--- config.mk ---
export PLATFORM = sky130hd
export DESIGN_NAME = rs_codeword_encoder
export DESIGN_NICKNAME = d
export VERILOG_FILES = /design/src/rtl/rsenc_pkg.sv /design/src/rtl/rs_phase_ctrl.sv /design/src/rtl/rs_parity_lfsr.sv /design/src/rtl/rs_codeword_encoder.sv
export SDC_FILE = /design/constraint.sdc
export NUM_CORES = 1
export LEC_CHECK = 0
export CAP_MARGIN = 20
export CELL_PAD_IN_SITES_DETAIL_PLACEMENT = 1
export CELL_PAD_IN_SITES_GLOBAL_PLACEMENT = 1
export CORE_MARGIN = 2
export CORE_UTILIZATION = 55
export CTS_BUF_LIST = sky130_fd_sc_hd__clkbuf_4
export DETAILED_ROUTE_END_ITERATION = 12
export GPL_ROUTABILITY_DRIVEN = 0
export PLACE_DENSITY_LB_ADDON = 0.1
export SLEW_MARGIN = 20
export SYNTH_ARGS = -nofsm -noshare
export SYNTH_HDL_FRONTEND = slang
export SYNTH_SLANG_ARGS = --single-unit
--- constraint.sdc ---
create_clock -name clk -period 7.4 [get_ports clk]
set_input_delay 1.85 -clock clk [delete_from_list [all_inputs] [get_ports clk]]
set_output_delay 1.85 -clock clk [all_outputs]
set_load 0.005 [all_outputs]
--- src/rtl/rsenc_pkg.sv ---
package rsenc_pkg;
  localparam int SYM_W    = 8;
  localparam int K_INFO   = 223;
  localparam int N_PAR    = 32;
  localparam int N_TOTAL  = K_INFO + N_PAR;
  localparam logic [SYM_W-1:0] PRIM_LOW = 8'h1D;

  typedef enum logic {PH_DATA, PH_PARITY} phase_t;

  function automatic logic [SYM_W-1:0] gf_xtime(input logic [SYM_W-1:0] a);
    return {a[SYM_W-2:0], 1'b0} ^ (a[SYM_W-1] ? PRIM_LOW : '0);
  endfunction

  function automatic logic [SYM_W-1:0] gf_mul(input logic [SYM_W-1:0] a,
                                               input logic [SYM_W-1:0] b);
    logic [SYM_W-1:0] acc;
    logic [SYM_W-1:0] sh;
    acc = '0;
    sh  = a;
    for (int i = 0; i < SYM_W; i++) begin
      if (b[i]) acc = acc ^ sh;
      sh = gf_xtime(sh);
    end
    return acc;
  endfunction

  // coefficient of x^idx in the monic degree-32 generator
  function automatic logic [SYM_W-1:0] gen_coef(input int idx);
    case (idx)
      0:  return 8'd45;   1:  return 8'd216;  2:  return 8'd239;  3:  return 8'd24;
      4:  return 8'd253;  5:  return 8'd104;  6:  return 8'd27;   7:  return 8'd40;
      8:  return 8'd107;  9:  return 8'd50;   10: return 8'd163;  11: return 8'd210;
      12: return 8'd227;  13: return 8'd134;  14: return 8'd224;  15: return 8'd158;
      16: return 8'd119;  17: return 8'd13;   18: return 8'd158;  19: return 8'd1;
      20: return 8'd238;  21: return 8'd164;  22: return 8'd82;   23: return 8'd43;
      24: return 8'd15;   25: return 8'd232;  26: return 8'd246;  27: return 8'd142;
      28: return 8'd50;   29: return 8'd189;  30: return 8'd29;   31: return 8'd232;
      default: return 8'd0;
    endcase
  endfunction
endpackage

--- src/rtl/rs_phase_ctrl.sv ---
module rs_phase_ctrl
  import rsenc_pkg::*;
#(
  parameter int K = K_INFO,
  parameter int P = N_PAR
) (
  input  logic clk,
  input  logic rst_n,
  input  logic in_valid,
  input  logic sop,
  output logic in_ready,
  output logic accept,
  output logic restart,
  output logic parity_phase,
  output logic last_par,
  output logic busy
);
  localparam int CW = $clog2(K + 1);
  localparam int PW = (P > 1) ? $clog2(P) : 1;

  phase_t        phase;
  logic [CW-1:0] data_cnt;
  logic [CW-1:0] cur_idx;
  logic [PW-1:0] par_cnt;
  logic          last_data;

  assign parity_phase = (phase == PH_PARITY);
  assign in_ready     = !parity_phase;
  assign accept       = in_valid && in_ready;
  assign restart      = accept && sop;
  assign cur_idx      = restart ? '0 : data_cnt;
  assign last_data    = accept && (cur_idx == CW'(K - 1));
  assign last_par     = parity_phase && (par_cnt == PW'(P - 1));
  assign busy         = parity_phase || (data_cnt != '0);

  always_ff @(posedge clk or negedge rst_n) begin
    if (!rst_n) begin
      phase    <= PH_DATA;
      data_cnt <= '0;
      par_cnt  <= '0;
    end else if (accept) begin
      if (last_data) begin
        data_cnt <= '0;
        phase    <= PH_PARITY;
      end else begin
        data_cnt <= cur_idx + CW'(1);
      end
    end else if (parity_phase) begin
      if (last_par) begin
        par_cnt <= '0;
        phase   <= PH_DATA;
      end else begin
        par_cnt <= par_cnt + PW'(1);
      end
    end
  end
endmodule

--- src/rtl/rs_parity_lfsr.sv ---
module rs_parity_lfsr
  import rsenc_pkg::*;
#(
  parameter int P = N_PAR
) (
  input  logic             clk,
  input  logic             rst_n,
  input  logic             absorb,
  input  logic             restart,
  input  logic             shift,
  input  logic [SYM_W-1:0] sym_in,
  output logic [SYM_W-1:0] par_out,
  output logic             all_zero
);
  logic [SYM_W-1:0] stage     [P];
  logic [SYM_W-1:0] base      [P];
  logic [SYM_W-1:0] prev_base [P];
  logic [SYM_W-1:0] prev_reg  [P];
  logic [SYM_W-1:0] feedback;

  always_comb begin
    for (int i = 0; i < P; i++) base[i] = restart ? '0 : stage[i];
    prev_base[0] = '0;
    prev_reg[0]  = '0;
    for (int i = 1; i < P; i++) begin
      prev_base[i] = base[i-1];
      prev_reg[i]  = stage[i-1];
    end
  end

  assign feedback = sym_in ^ base[P-1];
  assign par_out  = stage[P-1];

  always_comb begin
    all_zero = 1'b1;
    for (int i = 0; i < P; i++) if (stage[i] != '0) all_zero = 1'b0;
  end

  for (genvar gi = 0; gi < P; gi++) begin : g_stage
    always_ff @(posedge clk or negedge rst_n) begin
      if (!rst_n)
        stage[gi] <= '0;
      else if (shift)
        stage[gi] <= prev_reg[gi];
      else if (absorb)
        stage[gi] <= prev_base[gi] ^ gf_mul(feedback, gen_coef(gi));
    end
  end
endmodule

--- src/rtl/rs_codeword_encoder.sv ---
module rs_codeword_encoder
  import rsenc_pkg::*;
(
  input  logic             clk,
  input  logic             rst_n,
  input  logic             sop,
  input  logic [SYM_W-1:0] in_data,
  input  logic             in_valid,
  output logic             in_ready,
  output logic [SYM_W-1:0] out_data,
  output logic             out_valid,
  output logic             out_last,
  output logic             busy
);
  logic             accept;
  logic             restart;
  logic             parity_phase;
  logic             last_par;
  logic             lfsr_zero;
  logic [SYM_W-1:0] par_sym;

  rs_phase_ctrl #(.K(K_INFO), .P(N_PAR)) u_ctrl (
    .clk(clk), .rst_n(rst_n), .in_valid(in_valid), .sop(sop),
    .in_ready(in_ready), .accept(accept), .restart(restart),
    .parity_phase(parity_phase), .last_par(last_par), .busy(busy)
  );

  rs_parity_lfsr #(.P(N_PAR)) u_lfsr (
    .clk(clk), .rst_n(rst_n), .absorb(accept), .restart(restart),
    .shift(parity_phase), .sym_in(in_data), .par_out(par_sym),
    .all_zero(lfsr_zero)
  );

  always_ff @(posedge clk or negedge rst_n) begin
    if (!rst_n) begin
      out_data  <= '0;
      out_valid <= 1'b0;
      out_last  <= 1'b0;
    end else if (accept) begin
      out_data  <= in_data;
      out_valid <= 1'b1;
      out_last  <= 1'b0;
    end else if (parity_phase) begin
      out_data  <= par_sym;
      out_valid <= 1'b1;
      out_last  <= last_par;
    end else begin
      out_valid <= 1'b0;
      out_last  <= 1'b0;
    end
  end
endmodule

==> results of run 1 <==
[synthesized netlist by cell type, types with 14 or more instances]
cell type  instances
a211oi_1          24
a21o_1            23
a21oi_1          180
a221oi_1          17
a31oi_1           22
and2_1            17
and3_1            53
buf_2             17
clkbuf_1         136
dfrtp_1          280
inv_1             60
mux2i_1           54
nand2_1          289
nand3_1           28
nor2_1           131
nor2b_1           14
nor3_1            17
o211ai_1          25
o21ai_0          184
o22ai_1           51
xnor2_1           78
xnor3_1           36
xor2_1            89
[final timing paths]
kind                                        end  slack (ps)                start
min                           u_ctrl.par_cnt[3]         470    u_ctrl.par_cnt[3]
max reg2reg                  u_lfsr.prev_reg[5]        2810  u_ctrl.parity_phase
max                          u_lfsr.prev_reg[5]        2040                  sop
max in group asynchronous  u_lfsr.prev_reg[201]        4980                rst_n
min reg2reg                   u_ctrl.par_cnt[3]         470    u_ctrl.par_cnt[3]
min in group asynchronous           out_data[6]        1070                rst_n
[through the flow]
| stage | setup WS (ps) | cells | utilization [%] | power [mW] |
|---|---|---|---|---|
| 4_1_cts | 2260 | 2439 | 60.7 | 11.0 |
| 6_report | 2040 | 2441 | 60.7 | 11.2 |
| 5_1_grt | 2040 | 2441 | 60.7 | 11.7 |
| 2_1_floorplan | 3050 | 1997 | - | 7.11 |
| 3_5_place_dp | 1460 | 2300 | 57.2 | 9.27 |
| 3_3_place_gp | 1650 | 2300 | 57.2 | 8.96 |
[metal layers]
layer	global-route usage, %	vias up
met1	53.4	8454
met2	62.4	941
met5	0	-
li1	-	7054
met3	10.8	252
met4	26.4	4
[kinds of logic after synthesis]
family,after synthesis,share of synthesized area [%]
DFF,280,39.9
adders and majority gates,4,0.285
xor gates and xnor gates,217,14.5
buffers and inverters,225,4.98
muxes,60,3.47
AOI/OAI and AO/OA,631,22.3
and+or+nand+nor,580,14.6
[power by group]
group,internal [mW],switching (mW)
combinational,2.49,4.00
sequential,2.29,0.752
clock,0.890,0.726
total,5.67,5.48
[cell type report]
type | count | area [um2]
Antenna cell | 2 | 5.00
Clock buffer | 123 | 923
Clock inverter | 16 | 166
Fill cell | 3700 | 12400
Inverter | 61 | 234
Multi-Input combinational cell | 1492 | 9690
Sequential cell | 280 | 7010
Tap cell | 402 | 503
Timing Repair Buffer | 65 | 578
==> results.yml, run 1 <==
timing:
  fin_hold_ws_ps: 473
  tightest_slew_ps: 1160
  period_needed_ps: 5370
  setup_tns_ps: 0
  grt_setup_unrepaired: "false"
  fmax_mhz: 186
  hold_viol_final: 0
  clock_skew_ps: 54.4
  timing.final.crit_share_pct: 72.5
  slew_headroom_pct: 22.4
  drv_slew: 0
  setup_viol: 0
worst_setup_path:
  cp_slowest_cell: "o211a_1"
  cp_common_cell: "o21ai_0"
  crit_buf_inv: 2
  crit_path_start_kind: "input pin"
  crit_path_end_kind: "register"
  cp.depth: 9
  crit_chain: "buf_2 -> and3b_1 -> buf_4 -> o211a_1 -> xnor3_1 -> xor2_1 -> o21ai_0 -> nand2_1 -> o21ai_0"
  cp_data_required_time_ps: 8090
  worst_path_largest_cell_delay_ps: 860
  path_class: "input pin to register"
  worstRegToRegCells: 8
  cp_top_family: "compound AO/OA/AOI/OAI gates"
  critPathArrivalTime_ps: 6050
  critPathMaxFanout: 23
synth:
  synth.top_cells.by_area: "dfrtp_1 (40%), nand2_1 (6.2%), o21ai_0 (5.3%), a21oi_1 (5.1%), xnor3_1 (4.6%)"
  yosys.area.top_type_share_pct: 39.9
  synth_flop_cell: "dfrtp_1"
  synth_edf_count: 0
  ys_ff_latch: 280
  netlist_instances: 1997
  async_flop_share_pct: 100
  synth_area_mm2: 0.0175
  ys_types: 72
  syn_avg_cell_area_um2: 8.78
  ys_warn_count: 0
  yosysTopAreaCell: "dfrtp_1"
  ys_seq_area_share_pct: 39.9
  syn-num-nets: 2013
placed_design:
  dp_hpwl_mm: 43.2
  post_dp_cell_area_mm2: 0.0180
  io_buffers: 23
clock_network:
  tritoncts: "done"
  root_buffer: "clkbuf_4"
  numCtsBuffers: 81
  cts_resized: 0
  path_clk_slew_ps: 70
  cts_buffer_depth: 3
  clkLatencyLatePin_ps: 820
  cts.htree.levels: 3
  cts_setup_buffers: 0
  cts_sinks: 280
  holdBufCountCts: 0
floorplan:
  die_h_um: 183
  die_width_um: 183
  start_util_pct: 55.7
  num_io_pins: 24
  rows: 65
  die-area_mm2: 0.0333
  core_area_mm2: 0.0315
finish:
  layout-drive-gt1-share_pct: 10.3
  syn2layout_area_growth_pct: 8.95
  final_nets: 1997
  layout_common_cells: "nand2_1 (288), dfrtp_1 (279), o21ai_0 (184)"
  largest_register_ff_count: 248
  final_area_mm2: 0.0191
  final_common_cell: "nand2_1"
worst_hold_path:
  hold_depth: 1
  hp-class: "register to register"
global_route:
  grt_pass1_vias: 17247
  antenna_found_initial: 4
  overflow: 0
  grt_pass1_wl_mm: 104
  grt_start_max_net_pins: 193
  track_usage_pct: 41.5
routing:
  drtPass1Iterations: 5
  wl_per_cell_um: 27.8
  viasPerCell: 6.84
  ant_nets: 0
  wl_met3_mm: 6.84
  drt-met1-wl_mm: 26.5
  routed-via-count: 16705
  wl_met2_mm: 30.3
  top_layer: "met5"
  finalWirelength_mm: 67.8
  drc_errors: 0
  drtIter0Drc: 1508
power:
  ir_drop_v: 0.000229
  power_density_mw_per_mm2: 584
  power_leakage_nw: 8.63
status:
  status: "completed"
flow_run:
  maxCapViolations: 0
(Power assumes the default switching activity.)
==> run 2, diff against run 1 <==
--- a/config.mk
+++ b/config.mk
@@ -9,7 +9,7 @@
 export CELL_PAD_IN_SITES_DETAIL_PLACEMENT = 1
 export CELL_PAD_IN_SITES_GLOBAL_PLACEMENT = 1
 export CORE_MARGIN = 2
-export CORE_UTILIZATION = 55
+export CORE_UTILIZATION = 46
 export CTS_BUF_LIST = sky130_fd_sc_hd__clkbuf_4
 export DETAILED_ROUTE_END_ITERATION = 12
 export GPL_ROUTABILITY_DRIVEN = 0
==> constraint.sdc (replaced) <==
create_clock -name clk -period 4.8 [get_ports clk]
set_input_delay 1.2 -clock clk [delete_from_list [all_inputs] [get_ports clk]]
set_output_delay 1.2 -clock clk [all_outputs]
set_load 0.005 [all_outputs]
==> run 2 against run 1 <==
  * Combinational power up 59%
  * Worst hold slack worse by 16 ps
  * Critical path depth up 1
  * Flip-flop and latch count unchanged
  * Critical endpoint is now u_lfsr.par_out[3]
  * Largest power group unchanged
  * Highest routed layer is now met4
==> results.yml, run 2 (synthesis results as in run 1) <==
global_route:
  overflow: 0
  antenna_found_initial: 2
  grt_start_max_net_pins: 154
  track_usage_pct: 35.8
  grt_pass1_vias: 16722
  grt_pass1_wl_mm: 105
timing:
  period_needed_ps: 3870
  clock_skew_ps: 38.1
  slew_headroom_pct: 28.6
  drv_slew: 0
  timing.final.crit_share_pct: 80.7
  setup_tns_ps: 0
  worst_slack_ps: 929
  fmax_mhz: 258
  tightest_slew_ps: 1070
  grt_setup_unrepaired: "false"
  hold_viol_final: 0
  setup_viol: 0
worst_setup_path:
  crit_path_end_kind: "register"
  r2r-end: "u_lfsr.par_out[3]"
  regToRegSetupSlack_ps: 930
  cp_data_required_time_ps: 5470
  crit_path_start_kind: "register"
  crit_start: "u_ctrl.parity_phase"
  crit_path_end: "u_lfsr.par_out[3]"
  critPathArrivalTime_ps: 4540
  path_class: "register to register"
  reg2reg_from: "u_ctrl.parity_phase"
  worstRegToRegCells: 10
  critPathMaxFanout: 27
finish:
  final_common_cell: "nand2_1"
  syn2layout_area_growth_pct: 11.1
  largest_register_ff_count: 248
  layout-drive-gt1-share_pct: 11.8
  final_nets: 2043
  layout_common_cells: "nand2_1 (288), dfrtp_1 (279), o21ai_0 (184)"
power:
  power_density_mw_per_mm2: 880
  pwr-share-clk_pct: 13.1
  ir_drop_v: 0.000348
  combPwrFrac_pct: 59.8
  intPower_mw: 8.78
  seq_power_share_pct: 27.1
  power_leakage_nw: 8.80
  p_sw_mw: 8.37
  p_sw_share_pct: 48.8
routing:
  finalWirelength_mm: 69.0
  drtPass1Iterations: 8
  routed-via-count: 16307
  wl_per_cell_um: 26.7
  drtIter0Drc: 1277
  viasPerCell: 6.30
  drc_errors: 0
  ant_nets: 0
clock_network:
  cts_resized: 0
  root_buffer: "clkbuf_4"
  clkLatencyLatePin_ps: 790
  cts_setup_buffers: 0
  cts_buffer_depth: 3
  path_clk_slew_ps: 70
  numCtsBuffers: 84
  cts_sinks: 280
  cts.htree.levels: 3
  holdBufCountCts: 0
  tritoncts: "done"
floorplan:
  start_util_pct: 46.7
  rows: 71
  core_area_mm2: 0.0376
  num_io_pins: 24
  die-area_mm2: 0.0397
  die_width_um: 199
  die_h_um: 199
placed_design:
  dp_hpwl_mm: 46.3
  io_buffers: 23
  dp_slack_ps: 335
flow_run:
  maxCapViolations: 0
worst_hold_path:
  hp-class: "input pin to asynchronous set/reset pin"
status:
  status: "completed"
run 2: cell count changes in the layout (fill, tap and decap cells not counted), moves of 2 or more:
| cell | previous run | this run |
|---|---|---|
| buf_12 | 2 | 7 |
| buf_4 | 39 | 78 |
| bufinv_16 | 4 | 0 |
| nor2_2 | 3 | 1 |
run 2: power by group through the flow:
stage / registers, mW / clock network [mW] / logic, mW
floorplan: 4.15 / 0 / 6.81
global placement: 4.58 / 0 / 9.69
detailed placement: 4.62 / 0 / 10.0
CTS: 4.59 / 2.30 / 10.1
global route: 4.74 / 2.42 / 11.0
finish: 4.64 / 2.25 / 10.3
run 2: critical path, stage by stage (launching register included):
cell and delay [ps]:
dfrtp_4 610, buf_4 350, and4b_1 260, a211oi_4 510
buf_4 290, xor2_2 120, buf_4 190, xnor2_1 630
xor2_1 200, a21o_1 260, a222oi_1 300
run 2: how the worst min path moves through the flow:
| stage | from | end | slack [ps] |
|---|---|---|---|
| 2_1_floorplan | u_lfsr.prev_reg[184] | u_lfsr.prev_reg[176] | 450 |
| 3_3_place_gp | u_lfsr.prev_reg[6] | u_lfsr.prev_reg[6] | 470 |
| 3_5_place_dp | u_lfsr.prev_reg[55] | u_lfsr.prev_reg[55] | 470 |
| 4_1_cts | rst_n | u_lfsr.prev_reg[3] | 440 |
| 5_1_grt | rst_n | out_data[0] | 470 |
| 6_report | rst_n | u_lfsr.prev_reg[41] | 460 |
run 2: per-layer routing:
metal	routed length, um	share of wire, %	track usage, %
met3	5420	7.9	6.72
met5	0	0	0
met4	3490	5.1	17.6
met1	28800	42	47.8
met2	31300	45	55.8
run 2: stage by stage:
step | power (mW) | hold WS [ps] | instances | instance area [um2] | utilization [%]
detailed placement | 14.6 | 471 | 2452 | 18500 | 49.3
finish | 17.1 | 458 | 2587 | 19500 | 51.9
global placement | 14.3 | 465 | 2452 | 18500 | 49.3
floorplan | 11.0 | 445 | 1997 | 17500 | -
CTS | 17.0 | 445 | 2585 | 19500 | 51.9
global route | 18.2 | 473 | 2586 | 19500 | 51.9
run 2: cell type report:
class	instances	area (um2)
Timing Repair Buffer	108	960
Sequential cell	280	7010
Fill cell	4368	18100
Inverter	61	234
Clock inverter	11	43.8
Antenna cell	2	5.00
Multi-Input combinational cell	1492	9690
Clock buffer	122	916
Tap cell	511	639
